`config.mk`:
```
export PLATFORM = sky130hd
export DESIGN_NAME = irq_entry_sequencer
export DESIGN_NICKNAME = d
export VERILOG_FILES = /design/src/rtl/irq_seq_pkg.sv /design/src/rtl/irq_seq_nmi_latch.sv /design/src/rtl/irq_seq_arbiter.sv /design/src/rtl/irq_seq_fsm.sv /design/src/rtl/irq_entry_sequencer.sv
export SDC_FILE = /design/constraint.sdc
export NUM_CORES = 1
export LEC_CHECK = 0
export CORE_MARGIN = 4
export CORE_UTILIZATION = 50
export CTS_BUF_LIST = sky130_fd_sc_hd__clkbuf_4
export DETAILED_ROUTE_END_ITERATION = 10
export GPL_TIMING_DRIVEN = 0
export HOLD_SLACK_MARGIN = 0.15
export PLACE_DENSITY = 0.88
export SLEW_MARGIN = 5
export SYNTH_ARGS = -nofsm -noshare
export SYNTH_HDL_FRONTEND = slang
export SYNTH_SLANG_ARGS = --single-unit
```
`constraint.sdc`:
```
create_clock -name clk -period 4.42 [get_ports clk]
set_input_delay 0.442 -clock clk [delete_from_list [all_inputs] [get_ports clk]]
set_output_delay 0.442 -clock clk [all_outputs]
set_load 0.005 [all_outputs]
```
`src/rtl/irq_seq_pkg.sv`:
```
package irq_seq_pkg;

  localparam int ADDR_W = 16;
  localparam int DATA_W = 8;
  localparam int SP_W   = 8;

  localparam logic [DATA_W-1:0] STACK_PAGE = 8'h01;
  localparam logic [ADDR_W-1:0] VEC_NMI    = 16'hFFFA;
  localparam logic [ADDR_W-1:0] VEC_RST    = 16'hFFFC;
  localparam logic [ADDR_W-1:0] VEC_IRQ    = 16'hFFFE;

  typedef enum logic [1:0] {
    SRC_NONE = 2'd0,
    SRC_NMI  = 2'd1,
    SRC_IRQ  = 2'd2,
    SRC_BRK  = 2'd3
  } src_t;

  typedef enum logic [2:0] {
    ST_HOLD   = 3'd0,
    ST_RESET  = 3'd1,
    ST_IDLE   = 3'd2,
    ST_PUSH_H = 3'd3,
    ST_PUSH_L = 3'd4,
    ST_PUSH_P = 3'd5,
    ST_VEC_L  = 3'd6,
    ST_VEC_H  = 3'd7
  } st_t;

  // Low-byte vector address for a hardware or software source.
  function automatic logic [ADDR_W-1:0] vector_of(input src_t s);
    return (s == SRC_NMI) ? VEC_NMI : VEC_IRQ;
  endfunction

  // Stack-page address of the slot 'back' bytes below the saved pointer.
  function automatic logic [ADDR_W-1:0] stack_slot(input logic [SP_W-1:0] sp,
                                                   input logic [1:0] back);
    logic [SP_W-1:0] off;
    off = sp - SP_W'(back);
    return {STACK_PAGE, off};
  endfunction

  // Status image written to the stack: bit 5 forced, bit 4 marks a break.
  function automatic logic [DATA_W-1:0] framed_status(input logic [DATA_W-1:0] p,
                                                      input logic brk);
    return {p[7:6], 1'b1, brk, p[3:0]};
  endfunction

endpackage

```
`src/rtl/irq_seq_nmi_latch.sv`:
```
module irq_seq_nmi_latch (
  input  logic clk,
  input  logic rst_n,
  input  logic nmi_n,
  input  logic take_nmi,
  output logic nmi_pend,
  output logic nmi_fell
);

  logic nmi_prev;

  assign nmi_fell = nmi_prev & ~nmi_n;

  always_ff @(posedge clk) begin
    if (!rst_n) begin
      nmi_prev <= nmi_n;
      nmi_pend <= 1'b0;
    end else begin
      nmi_prev <= nmi_n;
      nmi_pend <= (nmi_pend & ~take_nmi) | nmi_fell;
    end
  end

  // a sampled falling edge is pending on the following cycle
  a_r3_edge_latched: assert property (@(posedge clk) disable iff (!rst_n)
    nmi_fell |=> nmi_pend);

  // without a new edge, a request that is not pending stays absent
  a_r4_no_retrigger: assert property (@(posedge clk) disable iff (!rst_n)
    (!nmi_pend && !nmi_fell) |=> !nmi_pend);

endmodule

```
`src/rtl/irq_seq_arbiter.sv`:
```
module irq_seq_arbiter
  import irq_seq_pkg::*;
(
  input  logic clk,
  input  logic rst_n,
  input  logic boundary_ok,
  input  logic nmi_pend,
  input  logic irq_n,
  input  logic i_flag,
  input  logic brk_req,
  output src_t grant,
  output logic take_nmi
);

  localparam int N_SRC = 3;

  logic [N_SRC-1:0] req;
  logic [N_SRC-1:0] win;

  // index 0 has the highest priority
  assign req = {brk_req, ~irq_n & ~i_flag, nmi_pend};

  generate
    for (genvar g = 0; g < N_SRC; g++) begin : g_prio
      if (g == 0) begin : g_top
        assign win[g] = boundary_ok & req[g];
      end else begin : g_low
        assign win[g] = boundary_ok & req[g] & ~(|req[g-1:0]);
      end
    end
  endgenerate

  always_comb begin
    grant = SRC_NONE;
    if (win[0])      grant = SRC_NMI;
    else if (win[1]) grant = SRC_IRQ;
    else if (win[2]) grant = SRC_BRK;
  end

  assign take_nmi = win[0];

  // at most one source wins a boundary
  a_r8_single_winner: assert property (@(posedge clk) disable iff (!rst_n)
    $onehot0(win));

  // a masked level request alone never produces a grant
  a_r5_masked_irq: assert property (@(posedge clk) disable iff (!rst_n)
    (i_flag && !nmi_pend && !brk_req) |-> (grant == SRC_NONE));

endmodule

```
`src/rtl/irq_seq_fsm.sv`:
```
module irq_seq_fsm
  import irq_seq_pkg::*;
#(
  parameter int RST_CYCLES = 7
) (
  input  logic              clk,
  input  logic              rst_n,
  input  logic              rdy,
  input  logic              insn_done,
  input  src_t              grant,
  input  logic [ADDR_W-1:0] pc_in,
  input  logic [DATA_W-1:0] status_in,
  input  logic [SP_W-1:0]   sp_in,
  input  logic [DATA_W-1:0] rd_data,
  output logic              boundary_ok,
  output logic              busy,
  output logic              bus_rd,
  output logic              bus_wr,
  output logic [ADDR_W-1:0] bus_addr,
  output logic [DATA_W-1:0] bus_wdata,
  output logic              vec_pull_n,
  output logic              pc_load,
  output logic [ADDR_W-1:0] pc_value,
  output logic              sp_load,
  output logic [SP_W-1:0]   sp_value,
  output logic              set_i
);

  localparam int CNT_W = $clog2(RST_CYCLES + 1);
  localparam logic [CNT_W-1:0] RST_LAST = CNT_W'(RST_CYCLES - 1);
  localparam logic [CNT_W-1:0] RST_VLO  = CNT_W'(RST_CYCLES - 2);

  st_t               state;
  logic [CNT_W-1:0]  rcnt;
  src_t              src_q;
  logic [ADDR_W-1:0] pc_q;
  logic [DATA_W-1:0] p_q;
  logic [SP_W-1:0]   sp_q;
  logic [DATA_W-1:0] vlo_q;

  logic in_irq_seq;
  logic rst_vlo_cyc;
  logic rst_vhi_cyc;
  logic [ADDR_W-1:0] vec_q;

  assign in_irq_seq  = (state == ST_PUSH_H) || (state == ST_PUSH_L) ||
                       (state == ST_PUSH_P) || (state == ST_VEC_L) ||
                       (state == ST_VEC_H);
  assign rst_vlo_cyc = (state == ST_RESET) && (rcnt == RST_VLO);
  assign rst_vhi_cyc = (state == ST_RESET) && (rcnt == RST_LAST);
  assign boundary_ok = (state == ST_IDLE) && insn_done && rdy;
  assign vec_q       = vector_of(src_q);

  always_ff @(posedge clk) begin
    if (!rst_n) begin
      state <= ST_HOLD;
      rcnt  <= '0;
      src_q <= SRC_NONE;
      pc_q  <= '0;
      p_q   <= '0;
      sp_q  <= '0;
      vlo_q <= '0;
    end else begin
      case (state)
        ST_HOLD: begin
          state <= ST_RESET;
          rcnt  <= '0;
        end
        ST_RESET: begin
          if (rst_vlo_cyc) vlo_q <= rd_data;
          if (rst_vhi_cyc) state <= ST_IDLE;
          else             rcnt  <= rcnt + 1'b1;
        end
        ST_IDLE: begin
          if (boundary_ok && (grant != SRC_NONE)) begin
            state <= ST_PUSH_H;
            src_q <= grant;
            pc_q  <= pc_in;
            p_q   <= status_in;
            sp_q  <= sp_in;
          end
        end
        ST_PUSH_H: if (rdy) state <= ST_PUSH_L;
        ST_PUSH_L: if (rdy) state <= ST_PUSH_P;
        ST_PUSH_P: if (rdy) state <= ST_VEC_L;
        ST_VEC_L: begin
          if (rdy) begin
            vlo_q <= rd_data;
            state <= ST_VEC_H;
          end
        end
        ST_VEC_H: if (rdy) state <= ST_IDLE;
        default:  state <= ST_HOLD;
      endcase
    end
  end

  always_comb begin
    busy       = (state != ST_IDLE);
    bus_rd     = 1'b0;
    bus_wr     = 1'b0;
    bus_addr   = '0;
    bus_wdata  = '0;
    vec_pull_n = 1'b1;
    pc_load    = 1'b0;
    pc_value   = '0;
    sp_load    = 1'b0;
    sp_value   = '0;
    set_i      = 1'b0;
    case (state)
      ST_RESET: begin
        if (rst_vlo_cyc) begin
          bus_rd     = 1'b1;
          bus_addr   = VEC_RST;
          vec_pull_n = 1'b0;
        end
        if (rst_vhi_cyc) begin
          bus_rd     = 1'b1;
          bus_addr   = VEC_RST + 16'd1;
          vec_pull_n = 1'b0;
          pc_load    = 1'b1;
          pc_value   = {rd_data, vlo_q};
          set_i      = 1'b1;
        end
      end
      ST_PUSH_H: begin
        bus_wr    = rdy;
        bus_addr  = stack_slot(sp_q, 2'd0);
        bus_wdata = pc_q[15:8];
      end
      ST_PUSH_L: begin
        bus_wr    = rdy;
        bus_addr  = stack_slot(sp_q, 2'd1);
        bus_wdata = pc_q[7:0];
      end
      ST_PUSH_P: begin
        bus_wr    = rdy;
        bus_addr  = stack_slot(sp_q, 2'd2);
        bus_wdata = framed_status(p_q, src_q == SRC_BRK);
      end
      ST_VEC_L: begin
        bus_rd     = 1'b1;
        bus_addr   = vec_q;
        vec_pull_n = 1'b0;
      end
      ST_VEC_H: begin
        bus_rd     = 1'b1;
        bus_addr   = vec_q + 16'd1;
        vec_pull_n = 1'b0;
        pc_load    = rdy;
        pc_value   = {rd_data, vlo_q};
        sp_load    = rdy;
        sp_value   = stack_slot(sp_q, 2'd3) [7:0];
        set_i      = rdy;
      end
      default: ;
    endcase
  end

  // the vector-pull strobe only accompanies a read in the vector area
  a_r9_pull_on_vector: assert property (@(posedge clk) disable iff (!rst_n)
    !vec_pull_n |-> (bus_rd && (bus_addr[15:3] == 13'h1FFF)));

  // every write lands in the stack page
  a_r6_stack_page: assert property (@(posedge clk) disable iff (!rst_n)
    bus_wr |-> (bus_addr[15:8] == STACK_PAGE));

  // a program-counter load ends the sequence
  a_r6_load_ends: assert property (@(posedge clk) disable iff (!rst_n)
    pc_load |=> !busy);

  // a stalled interrupt cycle keeps its address and state
  a_r10_freeze: assert property (@(posedge clk) disable iff (!rst_n)
    (in_irq_seq && !rdy) |=> ($stable(bus_addr) && $stable(state)));

  // reset counter never runs past the sequence length
  a_r2_reset_len: assert property (@(posedge clk) disable iff (!rst_n)
    (state == ST_RESET) |-> (rcnt <= RST_LAST));

  // no write strobe while ready is low
  a_r10_no_write_stalled: assert property (@(posedge clk) disable iff (!rst_n)
    !rdy |-> !bus_wr);

endmodule

```
`src/rtl/irq_entry_sequencer.sv`:
```
module irq_entry_sequencer
  import irq_seq_pkg::*;
#(
  parameter int RST_CYCLES = 7
) (
  input  logic        clk,
  input  logic        rst_n,
  input  logic        nmi_n,
  input  logic        irq_n,
  input  logic        brk_req,
  input  logic        i_flag,
  input  logic        insn_done,
  input  logic        rdy,
  input  logic [15:0] pc_in,
  input  logic [7:0]  status_in,
  input  logic [7:0]  sp_in,
  input  logic [7:0]  rd_data,
  output logic        busy,
  output logic        bus_rd,
  output logic        bus_wr,
  output logic [15:0] bus_addr,
  output logic [7:0]  bus_wdata,
  output logic        vec_pull_n,
  output logic        pc_load,
  output logic [15:0] pc_value,
  output logic        sp_load,
  output logic [7:0]  sp_value,
  output logic        set_i
);

  logic nmi_pend;
  logic nmi_fell;
  logic take_nmi;
  logic boundary_ok;
  src_t grant;

  irq_seq_nmi_latch u_nmi (
    .clk      (clk),
    .rst_n    (rst_n),
    .nmi_n    (nmi_n),
    .take_nmi (take_nmi),
    .nmi_pend (nmi_pend),
    .nmi_fell (nmi_fell)
  );

  irq_seq_arbiter u_arb (
    .clk         (clk),
    .rst_n       (rst_n),
    .boundary_ok (boundary_ok),
    .nmi_pend    (nmi_pend),
    .irq_n       (irq_n),
    .i_flag      (i_flag),
    .brk_req     (brk_req),
    .grant       (grant),
    .take_nmi    (take_nmi)
  );

  irq_seq_fsm #(.RST_CYCLES(RST_CYCLES)) u_fsm (
    .clk         (clk),
    .rst_n       (rst_n),
    .rdy         (rdy),
    .insn_done   (insn_done),
    .grant       (grant),
    .pc_in       (pc_in),
    .status_in   (status_in),
    .sp_in       (sp_in),
    .rd_data     (rd_data),
    .boundary_ok (boundary_ok),
    .busy        (busy),
    .bus_rd      (bus_rd),
    .bus_wr      (bus_wr),
    .bus_addr    (bus_addr),
    .bus_wdata   (bus_wdata),
    .vec_pull_n  (vec_pull_n),
    .pc_load     (pc_load),
    .pc_value    (pc_value),
    .sp_load     (sp_load),
    .sp_value    (sp_value),
    .set_i       (set_i)
  );

  // an accepted non-maskable request consumes a pending edge
  a_r3_take_needs_pend: assert property (@(posedge clk) disable iff (!rst_n)
    take_nmi |-> nmi_pend);

endmodule

```
* Yosys cells after proc, flatten, opt, wreduce, memory -nomap -nowiden
Cells that the tools add are included.
** Cells by class
- Add/sub/neg operators :: 5
- Equality and inequality tests :: 21
- Multiplexer cells :: 34
- Bitwise operators :: 15
- Reduce and logical (&&, ||, !) cells :: 16
** Operator list (number)
- 16-bit one-hot mux with 6 select lines :: 1
- 16-bit 2-to-1 mux :: 3
- 16-bit one-hot mux with 2 select lines :: 1
- 3-bit 2-to-1 mux :: 9
- 8-bit 2-to-1 mux :: 3
- 3-bit one-hot mux with 8 select lines :: 1
- 8-bit one-hot mux with 3 select lines :: 1
- 3-bit == test (second input constant) :: 6
- 16-bit by 1-bit adder with 16-bit output (second input constant) :: 1
- 8-bit one-hot mux with 2 select lines :: 1
- 8-bit by 2-bit subtractor with 8-bit output (second input constant) :: 2
- 2-bit != test (second input constant) :: 7
- 1-bit AND :: 8
- 8-bit by 1-bit subtractor with 8-bit output (second input constant) :: 1
- 1-bit 2-to-1 mux :: 7
- 7-bit AND reduction :: 1
- 3-bit by 2-bit == test with 1-bit output (second input constant) :: 2
- 2-bit 2-to-1 mux :: 3
- 1-bit NOT :: 6
- 1-bit one-hot mux with 2 select lines :: 3
- 3-bit one-hot mux with 2 select lines :: 1
- 2-bit nonzero test :: 3
- 1-bit logical AND :: 5
- 2-bit by 1-bit != test with 1-bit output (second input constant) :: 2
- other kinds (11) :: 13
** Word-level totals
- Flip-flop bits (word level) :: 50
- Input port bits :: 48
- Output and inout bits :: 55
- Logic and storage cells :: 100

* Longest topological paths before layout
Gate-level depths: netlist (run 1).
- Depth after elaboration :: 12
- Depth in mapped cells :: 7

* Modules after synthesis
Synthesis (run 1) repeated with hierarchy kept, for this count alone.
** Second synthesis, totals
- Cell total of the unflattened synthesis :: 381
- Area, all modules :: 2815.2 µm²
** Modules (own cells, without submodules)
- irq_seq_fsm :: instances 1, cells an instance 370, area an instance 2710.1 µm²
- irq_seq_nmi_latch :: instances 1, cells an instance 5, area an instance 67.6 µm²
- irq_seq_arbiter :: instances 1, cells an instance 6, area an instance 37.5 µm²

* Worst setup path after synthesis (run 1)
OpenSTA, ideal clock, no wires.
- Path type :: reg-to-output
- Start :: register u_fsm.state[0]
- End :: output port set_i
- Arrival time :: 1.596 ns
- Required time :: 3.978 ns
- Path slack :: 2.382 ns
- Cell stages (with the launch flop) :: 7
- Cells stage by stage :: dfxtp_1 buf_4 clkbuf_1 buf_2 nand3_1 o22ai_1 buf_4
** Between the ends
- Word-level cells in the longest chain between the ends :: 4
** Ends and longest elaborated chain
- start, declared :: RTL line irq_seq_fsm.sv:33 : st_t state;
- start signal, assigned :: RTL line irq_seq_fsm.sv:56 : state <= ST_HOLD;
- start signal, assigned :: RTL line irq_seq_fsm.sv:66 : state <= ST_RESET;
- start signal, assigned :: RTL line irq_seq_fsm.sv:71 : if (rst_vhi_cyc) state <= ST_IDLE;
- 3-bit by 1-bit == test with 1-bit output
- 1-bit logical AND :: RTL line irq_seq_fsm.sv:50 : assign rst_vhi_cyc = (state == ST_RESET) && (rcnt == RST_LAST);
- 1-bit 2-to-1 mux
- 1-bit one-hot mux with 2 select lines (*)
- end, declared :: RTL line irq_entry_sequencer.sv:28 : output logic set_i
Mark *: on every way between the ends. The rest lies on a longest branch, timed or not.

* Final worst setup path (run 1)
- Start :: register u_fsm.state[0]
- End :: output port set_i
** Between the ends
- Word-level cells in the longest chain between the ends :: 4
** Ends and longest elaborated chain
- 3-bit by 1-bit == test with 1-bit output :: RTL line irq_seq_fsm.sv:50, irq_seq_fsm.sv:110
- 1-bit logical AND :: RTL line irq_seq_fsm.sv:50
- 1-bit 2-to-1 mux :: RTL line irq_seq_fsm.sv:117 : if (rst_vhi_cyc) begin
- 1-bit one-hot mux with 2 select lines (*) :: RTL line irq_seq_fsm.sv:110 : case (state)
Marked as above.

==> results.json, run 1 <==
{
  "grt_pass1_wl_um": 13400,
  "maxSlewViolCount": 0,
  "worst_clock_skew_ps": 12.1,
  "yosysTopAreaCell": "dfxtp_1",
  "cts_resized": 0,
  "tns_ps": 0,
  "cpMostUsedCell": "buf_4",
  "r2r_start": "u_fsm.state[2]",
  "hold_start": "u_fsm.vlo_q[3]",
  "fillers": 431,
  "critical_path_class": "flip-flop to output port",
  "cp-startpoint": "u_fsm.state[0]",
  "start_kind": "flip-flop",
  "end_kind": "output port",
  "clk_latency_ps": 380,
  "dp_cells": 550,
  "ys_async_sr_fraction": 0,
  "htreeDepth": 2,
  "setup_violations": 0,
  "rr_worst_depth": 6,
  "crit_arrival_ps": 2950,
  "syn_nets": 438,
  "place_ws_ps": 1460,
  "fmax_mhz": 295,
  "cp_max_fo": 10,
  "first_iter_violations": 251,
  "hold_viol": 0,
  "yosysTopAreaCellShare": 0.345,
  "path_delay_family": "buffers and inverters",
  "synthTopCellsByCount": "nand2_1, o21ai_0, dfxtp_1, nand3_1, clkbuf_1",
  "max_cap_viol_count": 0,
  "die_x_um": 82.7,
  "dieArea_mm2": 0.00683,
  "drc": 0,
  "crit_path_max_incr_delay_ps": 490,
  "crit_chain": "buf_4, clkbuf_1, buf_2, nand3_1, o22ai_1, buf_4, clkdlybuf4s50_1",
  "syn_inst": 382,
  "pin_count": 103,
  "cts_setup_buffers": 0,
  "wl_per_cell_um": 14.9,
  "grt_max_degree": 16,
  "antenna_left": 0,
  "slowest_stage": "clkdlybuf4s50_1",
  "drive_gt1_frac": 0.0492,
  "route.vias.total": 3107,
  "cts-root-buf": "clkbuf_4",
  "syn2layout_area_growth_pct": 40.3,
  "antenna_found_initial": 0,
  "routed_via_density": 5.57,
  "path_buf_inv": 5,
  "finalWirelength_um": 8330,
  "antennaDiodeCount": 0,
  "cp.depth": 7,
  "tightest_slew_ps": 686,
  "start_util": 0.529,
  "final_cells": 558,
  "yosys-top-cells-area": "dfxtp_1, o21ai_0, nand3_1",
  "hp-class": "flip-flop to flip-flop",
  "coreArea_mm2": 0.00527,
  "io_buffers": 98,
  "syn_avg_cell_area_um2": 7.30,
  "syn_area_mm2": 0.00279,
  "outcome": "completed",
  "cts_hold_buf": 0,
  "fin_ws_ps": 1030,
  "cts_tree": "built",
  "dr.pass1.iters": 5,
  "cts.sink_count": 48,
  "crit_required_ps": 3980,
  "grt_pass1_vias": 2945,
  "ys.flop_type": "dfxtp_1",
  "cts.clk_slew.worst_paths_ps": 140,
  "hold_depth": 2,
  "synth.yosys.warnings": 0,
  "vdd_ir_drop_max_mv": 0.168,
  "slew_headroom": 0.543,
  "cts_buffers": 5,
  "grt_setup_unrepaired": "no",
  "grt_overflow": 0,
  "gp_congestion": 0.882,
  "leakage_nw": 1.46,
  "post-route-period-util": 0.767,
  "die_y_um": 82.7,
  "synth_edf_count": 0,
  "hpwl_um": 6300,
  "ys_types": 48,
  "track_usage": 0.253,
  "ys_ff_latch": 48,
  "power.density_mw_per_mm2": 188,
  "rows": 26,
  "layout.nets": 543,
  "cts_buffer_depth": 2,
  "synth_seq_area_share": 0.345,
  "period_minus_slack_ps": 3390
}
area by class of cell:
| type | count | area [um2] | share of cell area |
|---|---|---|---|
| Buffer | 38 | 183 | 0.0467 |
| Clock buffer | 5 | 37.5 | 0.00960 |
| Clock inverter | 3 | 17.5 | 0.00448 |
| Inverter | 14 | 52.6 | 0.0134 |
| Multi-Input combinational cell | 282 | 1590 | 0.407 |
| Sequential cell | 48 | 961 | 0.246 |
| Tap cell | 70 | 87.6 | 0.0224 |
| Timing Repair Buffer | 98 | 981 | 0.251 |
placed cells by master (no fill, tap or decap), drive strengths merged, types with 3 or more instances in the layout:
cell type / n
clkbuf: 28
mux2i: 7
nor2: 16
xor2: 3
ha: 8
nor2b: 3
dfxtp: 48
buf: 15
nand2: 59
a21oi: 16
clkdlybuf4s50: 98
nand3b: 3
inv: 15
o211ai: 3
o21ai: 59
o311ai: 3
and2: 17
o21a: 4
xnor2: 3
nand3: 48
worst reg2reg max path, stage by stage (launching register included):
cell	delay [ps]
dfxtp_1	370
clkbuf_1	310
nand2_1	160
o32ai_2	600
buf_2	320
nand3_1	90
o21ai_0	110
flip-flops by register name (all words and copies together) (netlist names):
name and count:
u_fsm.rcnt 3, u_fsm.src_q 2, u_fsm.sp_q 8, u_fsm.pc_q 16
u_nmi.nmi_prev 1, u_fsm.state 3, u_nmi.nmi_pend 1, u_fsm.p_q 6
u_fsm.vlo_q 8
layer usage:
layer	GRT usage	wire [um]	vias to the layer above
li1	-	-	1515
met1	0.310	3450	1416
met2	0.425	3980	157
met3	0.0542	700	19
met4	0.108	197	0
met5	0	0	-
logic make-up after synthesis:
family | synth area share
DFF | 0.345
adders and majority gates | 0.0359
xor gates and xnor gates | 0.0189
muxes | 0.0251
and+or+nand+nor | 0.274
AOI/OAI and AO/OA | 0.217
buffers and inverters | 0.0844
power by group:
| part | internal [mW] | total, mW | switching [mW] |
|---|---|---|---|
| Sequential | 0.435 | 0.438 | 0.00238 |
| Clock | 0.0617 | 0.211 | 0.149 |
| Combinational | 0.0473 | 0.0848 | 0.0375 |
stage by stage:
step | hold WS (ps) | total power, mW | cell area (um2) | utilization
floorplan | 431 | 0.478 | 2790 | -
global placement | 439 | 0.529 | 3860 | 0.732
detailed placement | 459 | 0.531 | 3860 | 0.732
CTS | 479 | 0.732 | 3910 | 0.742
global route | 496 | 0.757 | 3910 | 0.742
finish | 481 | 0.734 | 3910 | 0.742
worst paths after layout:
kind / to / slack (ps)
max: set_i / 1030
min: u_fsm.vlo_q[3] / 480
max reg2reg: u_fsm.vlo_q[6] / 2400
min reg2reg: u_fsm.vlo_q[3] / 480
Power figures use the tool's default switching activity.
==> run 2: changes to the inputs <==
CORE_UTILIZATION = 46   (was 50)
PLACE_DENSITY = 0.82   (was 0.88)
clock period = 3.3 ns   (was 4.42 ns; I/O delays follow)
==> run 2 against run 1 <==
Register-to-register slack got worse by 1000 ps. Sequential power is 34% higher. Die area rose by 7.8%. Critical endpoint unchanged.
==> results.json, run 2 (synthesis results as in run 1) <==
{
  "route.vias.total": 3014,
  "dieArea_mm2": 0.00737,
  "r2r_setup_slack_ps": 1360,
  "antennaDiodeCount": 0,
  "die_x_um": 85.8,
  "antenna_left": 0,
  "routed_via_density": 5.35,
  "grt_pass1_vias": 2832,
  "post-route-period-util": 0.925,
  "slew_headroom": 0.625,
  "rr_worst_depth": 6,
  "dp_cells": 555,
  "gp_congestion": 0.947,
  "grt_max_degree": 15,
  "outcome": "completed",
  "track_usage": 0.217,
  "pwr-share-seq": 0.557,
  "setup_violations": 0,
  "fin_ws_ps": 246,
  "cp_max_fo": 10,
  "power.density_mw_per_mm2": 266,
  "final_cells": 563,
  "layout.nets": 543,
  "period_minus_slack_ps": 3050,
  "hpwl_um": 5940,
  "cts_buffers": 5,
  "stdcell_area_mm2": 0.00395,
  "final_cell_mix": "clkdlybuf4s50_1, o21ai_0, nand2_1",
  "start_kind": "flip-flop",
  "pwr-share-clk": 0.335,
  "finish.utilization": 0.671,
  "tightest_slew_ps": 563,
  "start_util": 0.474,
  "p_int_uw": 813,
  "grt_overflow": 0,
  "cts-root-buf": "clkbuf_4",
  "worst_clock_skew_ps": 4.34,
  "io_buffers": 98,
  "clk_latency_ps": 360,
  "fin_total_pwr_mw": 1.05,
  "cts_tree": "built",
  "cts_buffer_depth": 2,
  "layout_commonest_cell": "clkdlybuf4s50_1",
  "wl_per_cell_um": 13.9,
  "antenna_found_initial": 0,
  "place_ws_ps": 503,
  "reg2reg_to": "u_fsm.vlo_q[7]",
  "die_y_um": 85.8,
  "finalWirelength_um": 7810,
  "pin_count": 103,
  "reg_top3": "u_fsm.pc_q x16, u_fsm.sp_q x8, u_fsm.vlo_q x8",
  "crit_arrival_ps": 2720,
  "fmax_mhz": 327,
  "rows": 28,
  "drc": 0,
  "crit_required_ps": 2970,
  "switching_share": 0.226,
  "drive_gt1_frac": 0.0574,
  "tns_ps": 0,
  "largest-register": "u_fsm.pc_q",
  "pwr-share-comb": 0.107,
  "cts.clk_slew.worst_paths_ps": 130,
  "r2r_start": "u_fsm.state[2]",
  "grt_setup_unrepaired": "no",
  "first_iter_violations": 195,
  "worstHoldEndpoint": "u_fsm.state[0]",
  "largest_register_ffs": 16,
  "leakage_nw": 1.48,
  "grt_pass1_wl_um": 12900,
  "hold_start": "rdy",
  "max_cap_viol_count": 0,
  "htreeDepth": 2,
  "coreArea_mm2": 0.00589,
  "hold_viol": 0,
  "syn2layout_area_growth_pct": 41.7,
  "timing.hold.ws_ps": 398,
  "vdd_ir_drop_max_mv": 0.200,
  "maxSlewViolCount": 0,
  "dr.pass1.iters": 5,
  "switching_power_uw": 238,
  "hp-class": "input port to flip-flop",
  "critical_path_class": "flip-flop to output port",
  "dpl_cell_area_mm2": 0.00386,
  "end_kind": "output port",
  "hold_depth": 3,
  "cts.sink_count": 48
}
-- run 2: cell type report --
cell class	instances	area [um2]
clock buffers	6	45.0
multi-input cells	282	1600
fillers	518	1930
repair buffers	98	981
plain buffers	38	184
inverters	14	52.6
flip-flops and latches	48	961
clock inverters	2	35.0
well taps	75	93.8
-- run 2: worst max-delay path by stage --
| stage | startpoint | to | slack (ps) |
|---|---|---|---|
| final | u_fsm.state[0] | set_i | 250 |
| after global routing | u_fsm.state[1] | bus_addr[7] | 30 |
| after CTS | u_fsm.state[2] | pc_value[6] | 90 |
| after detailed placement | u_fsm.state[2] | pc_value[6] | 500 |
| after global placement | u_fsm.state[2] | pc_value[7] | 560 |
| after floorplan | u_fsm.state[0] | set_i | 1370 |
-- run 2: repair_timing --
item                                    4_1_cts  5_1_grt
endpoints found under the setup margin        0       11
hold buffers                                  0        0
hold endpoints to repair                      0        0
gates resized for setup                       0        4
setup buffers                                 0        0
-- run 2: power by group through the flow --
stage / clock, mW / combinational (mW) / sequential, mW
final: 0.352 / 0.113 / 0.586
after CTS: 0.360 / 0.112 / 0.586
after floorplan: 0 / 0.0429 / 0.598
after detailed placement: 0 / 0.112 / 0.598
after global placement: 0 / 0.111 / 0.598
after global routing: 0.382 / 0.123 / 0.587
-- run 2: worst max-delay path, cell delays in order (launching register included) --
cell             delay [ps]
dfxtp_1                 330
buf_4                   150
clkbuf_1                370
buf_2                   370
nand3_2                 270
o22ai_1                 250
buf_4                   140
clkdlybuf4s50_1         490
-- run 2: metal layers --
metal / track usage / wire (um)
met5: 0 / 0
met4: 0.0719 / 148
met3: 0.0576 / 743
met2: 0.355 / 3570
met1: 0.276 / 3350
==> run 3: changes to the inputs <==
CORE_UTILIZATION = 45   (was 46)
CTS_BUF_LIST = not set   (was sky130_fd_sc_hd__clkbuf_4)
HOLD_SLACK_MARGIN = 0.12   (was 0.15)
PLACE_DENSITY = 0.8   (was 0.82)
==> run 3 against run 2 <==
Non-clock buffer count unchanged. Largest cell class unchanged. Critical endpoint unchanged. Largest power group unchanged. Final cell count unchanged. Register-to-register slack got worse by 100 ps. Critical path depth unchanged.
==> results.json, run 3 (synthesis results as in run 1) <==
{
  "period_minus_slack_ps": 3060,
  "cts.clk_slew.worst_paths_ps": 80,
  "largest_register_ffs": 16,
  "die_x_um": 86.7,
  "fillers": 566,
  "cts_tree": "built",
  "grt_max_degree": 15,
  "gp_congestion": 0.954,
  "slowest_stage": "clkdlybuf4s50_1",
  "hpwl_um": 6100,
  "cts.sink_count": 48,
  "grt_pass1_vias": 2962,
  "reg_top3": "u_fsm.pc_q x16, u_fsm.sp_q x8, u_fsm.vlo_q x8",
  "worst_clock_skew_ps": 5.66,
  "place_ws_ps": 460,
  "crit_chain": "buf_4, clkbuf_1, buf_2, nand3_2, o22ai_1, buf_4, clkdlybuf4s50_1",
  "cpMostUsedCell": "buf_4",
  "antenna_left": 0,
  "routed_via_density": 5.37,
  "cts_buffer_depth": 2,
  "cts_hold_buf": 0,
  "outcome": "completed",
  "layout.nets": 543,
  "maxSlewViolCount": 0,
  "start_kind": "flip-flop",
  "cts_buffers": 5,
  "cts_setup_buffers": 0,
  "final_cell_mix": "clkdlybuf4s50_1, o21ai_0, nand2_1",
  "setup_violations": 0,
  "cp_max_fo": 10,
  "layout_commonest_cell": "clkdlybuf4s50_1",
  "rows": 28,
  "hp-class": "flip-flop to flip-flop",
  "post-route-period-util": 0.927,
  "grt_overflow": 0,
  "track_usage": 0.218,
  "htreeDepth": 2,
  "pwr-share-comb": 0.101,
  "start_util": 0.468,
  "drc": 0,
  "syn2layout_area_growth_pct": 42.7,
  "cts_resized": 0,
  "route.vias.total": 3023,
  "antennaDiodeCount": 0,
  "fmax_mhz": 327,
  "end_kind": "output port",
  "clk_latency_ps": 300,
  "crit_arrival_ps": 2730,
  "crit_required_ps": 2970,
  "seq_area_um2": 961,
  "drive_gt1_frac": 0.0533,
  "coreArea_mm2": 0.00596,
  "max_cap_viol_count": 0,
  "hold_viol": 0,
  "antenna_found_initial": 0,
  "pwr-share-clk": 0.375,
  "dr.pass1.iters": 6,
  "leakage_nw": 1.48,
  "wl_per_cell_um": 14.1,
  "pwr-share-seq": 0.524,
  "fin_ws_ps": 242,
  "dieArea_mm2": 0.00752,
  "slew_headroom": 0.596,
  "grt_pass1_wl_um": 13400,
  "switching_share": 0.220,
  "vdd_ir_drop_max_mv": 0.259,
  "grt_setup_unrepaired": "no",
  "power.density_mw_per_mm2": 280,
  "finish.utilization": 0.668,
  "die_y_um": 86.7,
  "multiInputGateArea_mm2": 0.00160,
  "tns_ps": 0,
  "p_int_uw": 870,
  "crit_path_max_incr_delay_ps": 480,
  "first_iter_violations": 195,
  "switching_power_uw": 245,
  "pin_count": 103,
  "finalWirelength_um": 7960,
  "tightest_slew_ps": 605,
  "critical_path_class": "flip-flop to output port",
  "largest-register": "u_fsm.pc_q",
  "cts-root-buf": "clkbuf_8",
  "io_buffers": 98
}
-- run 3: layer usage --
| layer | wire length, um | vias to the layer above | share of wire | track usage |
|---|---|---|---|---|
| met5 | 0 | - | 0 | 0 |
| met4 | 156 | 0 | 0.020 | 0.0722 |
| met3 | 643 | 15 | 0.081 | 0.0580 |
| met2 | 3750 | 125 | 0.47 | 0.367 |
| met1 | 3420 | 1364 | 0.43 | 0.270 |
| li1 | - | 1519 | - | - |
-- run 3: power by group through the flow --
stage	clock network (mW)	registers, mW	logic (mW)
finish	0.418	0.585	0.112
CTS	0.419	0.585	0.112
floorplan	0	0.598	0.0429
detailed placement	0	0.599	0.111
global placement	0	0.598	0.110
global route	0.445	0.586	0.122
-- run 3: final timing paths --
check                  from              to  depth (start not counted)  slack [ps]
max          u_fsm.state[0]           set_i                          7         240
min          u_fsm.vlo_q[6]  u_fsm.vlo_q[6]                          2         450
max reg2reg  u_fsm.state[1]   u_fsm.pc_q[9]                          5        1260
min reg2reg  u_fsm.vlo_q[6]  u_fsm.vlo_q[6]                          2         450
-- run 3: stage by stage --
step                      total power, mW  cell area [um2]  cells  hold WS, ps
after floorplan                     0.641             2790    382          358
after global placement              0.709             3860    555          439
after detailed placement            0.710             3860    555          448
after CTS                            1.12             3970    563          458
after global routing                 1.15             3980    563          487
final                                1.12             3980    563          455
-- run 3: worst max-delay path: cells and delay by family, from the launching register on --
kind | cells | cell delay [ps]
flip-flops | 1 | 320
AND/OR/NAND/NOR | 1 | 290
AO/OA/AOI/OAI | 1 | 300
buffers and inverters | 5 | 1530
-- run 3: final cells by class --
type                            instances  share of cell area
Multi-Input combinational cell        282               0.402
Tap cell                               75              0.0236
Clock buffer                            6              0.0182
Clock inverter                          2             0.00881
Sequential cell                        48               0.242
Timing Repair Buffer                   98               0.247
Buffer                                 38              0.0459
Inverter                               14              0.0132
